File: src/rtl/pdseq_pkg.sv
// Shared types for the power-down sequencer.
package pdseq_pkg;

    // Sequencer phases; each maps to one fixed output pattern.
    typedef enum logic [2:0] {
        ST_PUP    = 3'd0,  // waiting for supply good, ce2 low
        ST_PUPLOW = 3'd1,  // supply good, ce2 held low for the power-up window
        ST_HOLD   = 3'd2,  // ce2 high, first chip enable still held off
        ST_RUN    = 3'd3,  // normal operation, ready high
        ST_DRAIN  = 3'd4,  // request pending, waiting for controller idle
        ST_SETUP  = 3'd5,  // first chip enable held off before ce2 falls
        ST_DOWN   = 3'd6   // ce2 low, memory in power-down
    } pdseq_state_e;

endpackage

File: src/rtl/pdseq_timer.sv
// Down-counter used for every timed window of the sequencer.
// Assumes: the load value is the window length minus one; done is high
// while the count is zero, so a window of N cycles ends N edges after load.
module pdseq_timer #(
    parameter int CNT_W = 16
) (
    input  logic             clk,
    input  logic             rst_n,
    input  logic             load,
    input  logic [CNT_W-1:0] load_val,
    output logic             done
);

    logic [CNT_W-1:0] cnt_q;

    // Load a new window or count the current one down to zero.
    always_ff @(posedge clk) begin
        if (!rst_n)
            cnt_q <= '0;
        else if (load)
            cnt_q <= load_val;
        else if (cnt_q != '0)
            cnt_q <= cnt_q - 1'b1;
    end

    assign done = (cnt_q == '0);

endmodule

File: src/rtl/pdseq_mode_latch.sv
// Captures the retention-mode flag at the moment of power-down entry.
// Assumes: capture is a one-cycle strobe on the edge where ce2 falls.
module pdseq_mode_latch (
    input  logic clk,
    input  logic rst_n,
    input  logic capture,
    input  logic partial_mode,
    output logic partial_q
);

    // Hold the flag that governs the next exit hold; reset means full sleep.
    always_ff @(posedge clk) begin
        if (!rst_n)
            partial_q <= 1'b0;
        else if (capture)
            partial_q <= partial_mode;
    end

endmodule

File: src/rtl/pdseq_fsm.sv
// Phase controller: walks power-up, drain, setup, power-down and exit hold,
// loads the shared timer and drives registered outputs.
// Assumes: every *_CYC parameter is at least 1.
module pdseq_fsm
    import pdseq_pkg::*;
#(
    parameter int CNT_W      = 16,
    parameter int SETUP_CYC  = 1,
    parameter int LOWMIN_CYC = 7,
    parameter int PUP_CYC    = 5000,
    parameter int LONG_CYC   = 30000,
    parameter int SHORT_CYC  = 7
) (
    input  logic             clk,
    input  logic             rst_n,
    input  logic             pwr_good,
    input  logic             pd_req,
    input  logic             ctrl_idle,
    input  logic             tmr_done,
    input  logic             partial_q,
    output logic             tmr_load,
    output logic [CNT_W-1:0] tmr_val,
    output logic             mode_capture,
    output logic             ce2,
    output logic             ce1_hold,
    output logic             ready
);

    localparam logic [CNT_W-1:0] SETUP_LD  = CNT_W'(SETUP_CYC - 1);
    localparam logic [CNT_W-1:0] LOWMIN_LD = CNT_W'(LOWMIN_CYC - 1);
    localparam logic [CNT_W-1:0] PUP_LD    = CNT_W'(PUP_CYC - 1);
    localparam logic [CNT_W-1:0] LONG_LD   = CNT_W'(LONG_CYC - 1);
    localparam logic [CNT_W-1:0] SHORT_LD  = CNT_W'(SHORT_CYC - 1);

    pdseq_state_e st_q, st_nxt;

    // Next phase and the timer load that opens each timed window.
    always_comb begin
        st_nxt       = st_q;
        tmr_load     = 1'b0;
        tmr_val      = '0;
        mode_capture = 1'b0;
        case (st_q)
            ST_PUP: if (pwr_good) begin
                st_nxt   = ST_PUPLOW;
                tmr_load = 1'b1;
                tmr_val  = PUP_LD;
            end
            ST_PUPLOW: if (tmr_done) begin
                st_nxt   = ST_HOLD;
                tmr_load = 1'b1;
                tmr_val  = LONG_LD;
            end
            ST_HOLD: if (tmr_done) st_nxt = ST_RUN;
            ST_RUN:  if (pd_req)   st_nxt = ST_DRAIN;
            ST_DRAIN: begin
                if (!pd_req) begin
                    st_nxt = ST_RUN;
                end else if (ctrl_idle) begin
                    st_nxt   = ST_SETUP;
                    tmr_load = 1'b1;
                    tmr_val  = SETUP_LD;
                end
            end
            ST_SETUP: if (tmr_done) begin
                st_nxt       = ST_DOWN;
                tmr_load     = 1'b1;
                tmr_val      = LOWMIN_LD;
                mode_capture = 1'b1;
            end
            ST_DOWN: if (tmr_done && !pd_req) begin
                st_nxt   = ST_HOLD;
                tmr_load = 1'b1;
                tmr_val  = partial_q ? SHORT_LD : LONG_LD;
            end
            default: st_nxt = ST_PUP;
        endcase
    end

    // Phase register plus registered outputs decoded from the next phase.
    always_ff @(posedge clk) begin
        if (!rst_n) begin
            st_q     <= ST_PUP;
            ce2      <= 1'b0;
            ce1_hold <= 1'b1;
            ready    <= 1'b0;
        end else begin
            st_q     <= st_nxt;
            ce2      <= !(st_nxt == ST_PUP || st_nxt == ST_PUPLOW || st_nxt == ST_DOWN);
            ce1_hold <= !(st_nxt == ST_RUN || st_nxt == ST_DRAIN);
            ready    <= (st_nxt == ST_RUN);
        end
    end

endmodule

File: src/rtl/pdseq_top.sv
// Power-down sequencer top: owns the memory's second chip enable, the
// hold-off of its first chip enable and the ready gate of the controller.
// Assumes: all windows are given in clock cycles and are at least 1.
module pdseq_top #(
    parameter int SETUP_CYC  = 1,
    parameter int LOWMIN_CYC = 7,
    parameter int PUP_CYC    = 5000,
    parameter int LONG_CYC   = 30000,
    parameter int SHORT_CYC  = 7
) (
    input  logic clk,
    input  logic rst_n,
    input  logic pwr_good,
    input  logic pd_req,
    input  logic partial_mode,
    input  logic ctrl_idle,
    output logic ce2,
    output logic ce1_hold,
    output logic ready
);

    localparam int MAX_A   = (SETUP_CYC > LOWMIN_CYC) ? SETUP_CYC : LOWMIN_CYC;
    localparam int MAX_B   = (PUP_CYC > LONG_CYC) ? PUP_CYC : LONG_CYC;
    localparam int MAX_C   = (MAX_A > SHORT_CYC) ? MAX_A : SHORT_CYC;
    localparam int MAX_CYC = (MAX_B > MAX_C) ? MAX_B : MAX_C;
    localparam int CNT_W   = $clog2(MAX_CYC + 1);

    logic             tmr_load;
    logic [CNT_W-1:0] tmr_val;
    logic             tmr_done;
    logic             mode_capture;
    logic             partial_q;

    pdseq_timer #(.CNT_W(CNT_W)) u_timer (
        .clk      (clk),
        .rst_n    (rst_n),
        .load     (tmr_load),
        .load_val (tmr_val),
        .done     (tmr_done)
    );

    pdseq_mode_latch u_mode (
        .clk          (clk),
        .rst_n        (rst_n),
        .capture      (mode_capture),
        .partial_mode (partial_mode),
        .partial_q    (partial_q)
    );

    pdseq_fsm #(
        .CNT_W      (CNT_W),
        .SETUP_CYC  (SETUP_CYC),
        .LOWMIN_CYC (LOWMIN_CYC),
        .PUP_CYC    (PUP_CYC),
        .LONG_CYC   (LONG_CYC),
        .SHORT_CYC  (SHORT_CYC)
    ) u_fsm (
        .clk          (clk),
        .rst_n        (rst_n),
        .pwr_good     (pwr_good),
        .pd_req       (pd_req),
        .ctrl_idle    (ctrl_idle),
        .tmr_done     (tmr_done),
        .partial_q    (partial_q),
        .tmr_load     (tmr_load),
        .tmr_val      (tmr_val),
        .mode_capture (mode_capture),
        .ce2          (ce2),
        .ce1_hold     (ce1_hold),
        .ready        (ready)
    );

endmodule

File: config.mk
export PLATFORM = sky130hd
export DESIGN_NAME = pdseq_top
export DESIGN_NICKNAME = d
export VERILOG_FILES = /design/src/rtl/pdseq_pkg.sv /design/src/rtl/pdseq_timer.sv /design/src/rtl/pdseq_mode_latch.sv /design/src/rtl/pdseq_fsm.sv /design/src/rtl/pdseq_top.sv
export SDC_FILE = /design/constraint.sdc
export NUM_CORES = 1
export LEC_CHECK = 0
export BUFFER_PORTS_ARGS = -buffer_cell sky130_fd_sc_hd__buf_2
export CELL_PAD_IN_SITES_DETAIL_PLACEMENT = 0
export CELL_PAD_IN_SITES_GLOBAL_PLACEMENT = 1
export CORE_MARGIN = 2
export CORE_UTILIZATION = 43
export CTS_CLUSTER_DIAMETER = 40
export CTS_CLUSTER_SIZE = 10
export DETAILED_ROUTE_END_ITERATION = 8
export PLACE_DENSITY = 0.74
export SLEW_MARGIN = 15
export SYNTH_ARGS = -nofsm -noshare
export SYNTH_HDL_FRONTEND = slang
export SYNTH_SLANG_ARGS = --single-unit
File: constraint.sdc
create_clock -name clk -period 3.05 [get_ports clk]
set_clock_uncertainty 0.15 [all_clocks]
set_input_delay 0.1525 -clock clk [delete_from_list [all_inputs] [get_ports clk]]
set_output_delay 0.1525 -clock clk [all_outputs]
set_load 0.03 [all_outputs]
==> metrics list <==
* Core Region: 2730 um^2
- Setup repair after global routing left no endpoint under its margin.
- P per Cell Area: 916 nW/um^2
- After detailed routing, the average wire length per cell comes to 14.1 um.
- The path with the worst hold slack has its endpoint at u_timer.cnt_q[7].
* Worst setup SP type: register
- Leakage component of the power: 0.528 nW
- The flow ran to the end, and the final reports show no timing, DRC or antenna violations.
* Crit path from: u_timer.cnt_q[0]
- The critical path goes through inv_1, ha_1, nor4b_1, nand4_2, or3_2, a311oi_1, a41oi_1.
- Flops & latches, synth: 22
- The pre-antenna-repair detailed-routing pass consisted of 4 iterations.
- The final hold violation count was 0.
- Largest fanout on the critical path: 11
- The HPWL after detailed placement is 2050 um.
* Buffer cell driving the clock tree root: clkbuf_4
- CTS built an H-tree with a depth of 1.
- Worst reg2reg startpoint: u_timer.cnt_q[0]
- Critical Path Sink Type: register
- Sorting the synthesized cells by how often they occur yields 22 x dfxtp_1, 19 x nor2_1, 16 x a21oi_1, 16 x nand2_1, 9 x nand2b_1.
- In the routed design, unresolved DRC markers number 0.
* Slowest library cell on the worst path: or3_2
- Setup violations remaining at the end of the flow were counted as 0.
- Timing would allow up to 379 MHz.
- For flop-to-flop paths, the worst setup slack is 0.41 ns.
- After clock tree synthesis, the setup repair step added 0 buffers.
- With fillers left out, the area of the finished cells amounts to 1350 um^2.
* Sequential share of power: 38.3%
- After clock tree synthesis, the clock-pin slew on the worst setup and hold paths is 0.12 ns.
* Diode count: 0
* Crit path arrival time: 2.66 ns
* Clock buffer depth: 2
- During I/O placement, the number of pins put on the boundary was 9.
- The initial utilization of the core area, before any placement, comes to 44.7%.
- Post-synthesis cell type count: 41
- After detailed placement, the total cell area comes to 1300 um^2.
* Weighted congestion reported at the end of routability-driven placement: 0.749
- The Yosys step of the flow raised 0 warnings.
* Post-layout min period: 2.64 ns
- In this run, post-CTS hold repair placed 2 buffers.
- The endpoint identified for the worst register-to-register timing path is u_fsm.ce1_hold.
- After synthesis, flip-flops and latches occupy 36.1% of the total area.
* Global-route wire length before repair: 4750 um
- Net switching is 43.5% of the power.
* Layout area overhead: 10.2%
- Across every metal layer, demand over resource in global routing totals 18.1%.
* Top cells by area in the synthesized netlist: dfxtp_1 36%, a21oi_1 6.6%, nor2_1 5.8%
- TritonCTS built the clock tree.
- Via count of the first global-routing pass: 1,036
- Type of the tightest min-delay check: input pin to register
- Clock group share of total power: 10.4%
* Share of layout cells above drive strength 1: 11.6%
- By startpoint and endpoint, the worst setup path is classified as register to register.
- Measured in cells, the most critical reg-to-reg path has a length of 7.
* Clock buffer count from CTS: 3
- Wires add up to 2740 um.
* Mean post-synth cell area: 8.03 um^2
* Critical path required time: 3.07 ns
- Dividing the detail-routed via count by the number of cells gives 5.77.
* Internal power component: 0.697 mW
- Largest area contributor in the synthesized netlist: dfxtp_1
- PostCTS Resize Cnt: 0
- For the pin with the worst max-slew slack, the measured transition is 0.866 ns.
- Cells after synthesis: 152
- The tree built by TritonCTS fans out to 22 sinks.
- The tool flagged a number of max-cap violations equal to 0.
* Count leader, synth: dfxtp_1
* Routed vias: 1,126
* Maximum number of pins on one net before global-route repair: 14
- The synthesized design devotes to its leading area cell type 36.1% of total area.
* Crit path largest cell delay: 0.58 ns
- Die X: 57.3 um
- In this run the most critical hold path is launched from pwr_good.
- Most used flip-flop cell after synthesis: dfxtp_1
- Adding up every negative setup slack in the final design gives 0 ns.
* Syn Std Cell Area: 1220 um^2
- Number of input and output port buffers inserted: 8
- Counting tap cells, the placed design contains a total of 190 instances.
- The worst-case IR drop observed on VDD is 0.547 mV.
- Slack of the critical path: 0.410 ns
- Of the available clock period, the critical path in the final layout requires 86.6%.
- For this run, the post-layout net count is 173.
- Setup slack at placement: 0.433 ns
- Headroom to the max-slew limit came out at 41.8%.
* Combinational share of power: 51.3%
- Hold Path Stages: 4
- Number of rows in the core area: 19
- Remaining Overflow, GRT: 0
* Net count after synthesis: 159
* Post-synth ARST share: 0%
- The initial antenna violation count was 0.
* Power, Total: 1.23 mW
- Final number of max-transition violations: 0
- Clock insertion delay at the later pin of the skew report: 0.29 ns
- Die area: 3280 um^2
- The count of cells in the finished layout, fillers not included, comes to 195.
- Count of routing violations after the opening detailed-route iteration: 34
- Once detail routing completed, the nets flagged for antenna violations numbered 0.
- Summed over all nets, the switching power comes to 0.537 mW.
- The synthesized design contains 0 enable-type register cells.
* Y dimension of the die: 57.3 um
==> cell type report <==
type / instances / area (um^2)
Sequential cell: 22 / 440
Clock buffer: 3 / 22.5
Timing Repair Buffer: 14 / 90.1
Inverter: 4 / 15.0
Multi-Input combinational cell: 121 / 739
Tap cell: 31 / 38.8
Fill cell: 265 / 1390
==> per-layer routing <==
metal | global-route usage (%) | wire length, um
met5 | 0 | 0
met4 | 3.99 | 15
met3 | 2.04 | 86
met2 | 29.6 | 1310
met1 | 26.0 | 1330
==> worst max-delay path by stage <==
stage / to / slack [ns] / depth (start not counted)
finish: u_fsm.ce1_hold / 0.41 / 7
global route: u_fsm.ce1_hold / 0.18 / 7
CTS: u_fsm.ce1_hold / 0.40 / 7
detailed placement: u_fsm.ce1_hold / 0.43 / 7
global placement: u_fsm.ce1_hold / 0.54 / 7
floorplan: u_fsm.ce1_hold / 0.87 / 7
==> worst max-delay path: cells and delay by family (launching register included) <==
kind	cells	cell delay, ns
AND/OR/NAND/NOR	3	1.31
AO/OA/AOI/OAI	2	0.41
flip-flops	1	0.36
adder cells (fa/ha/maj)	1	0.20
buffers and inverters	1	0.08
==> registers in the layout, indices dropped and copies added, names as in the netlist <==
| name | cells |
|---|---|
| u_timer.cnt_q | 15 |
| u_fsm.st_q | 3 |
| u_fsm.ce1_hold | 1 |
| u_fsm.ce2 | 1 |
| u_fsm.ready | 1 |
| u_mode.partial_q | 1 |
==> per-stage QoR <==
stage	hold WS (ns)	util, %
2_1_floorplan	0.146	-
3_3_place_gp	0.230	47.7
3_5_place_dp	0.249	47.7
4_1_cts	0.147	49.2
5_1_grt	0.166	49.2
6_report	0.153	49.2
==> layout by cell type, fill, tap and decap left out, drive strengths merged, types with 2 or more instances in the layout <==
master and count:
a21oi 16, o21ai 6, nand3b 4, nand2 16
xnor2 8, nand4b 2, nor3b 2, nor3 2
dfxtp 22, inv 4, nand3 5, xor2 3
dlygate4sd3 2, nor2b 2, nand4 4, clkbuf 3
nor2 19, nand2b 9, nor4 4, buf 12
==> cell families (layout without fill, tap and decap cells) <==
group,after synthesis,after routing,share of synthesized area (%)
AOI/OAI and AO/OA,34,34,17.1
xor gates and xnor gates,11,11,7.89
adders and majority gates,1,1,1.02
buffers and inverters,9,21,3.38
DFF,22,22,36.1
muxes,1,1,0.820
and+or+nand+nor,74,74,33.7
==> power by group through the flow <==
stage / Combinational (mW) / Sequential (mW) / Clock (mW)
finish: 0.633 / 0.472 / 0.128
detailed placement: 0.627 / 0.478 / 0
CTS: 0.635 / 0.472 / 0.134
floorplan: 0.504 / 0.461 / 0
global placement: 0.625 / 0.475 / 0
global route: 0.714 / 0.487 / 0.148
(Power assumes the default switching activity.)
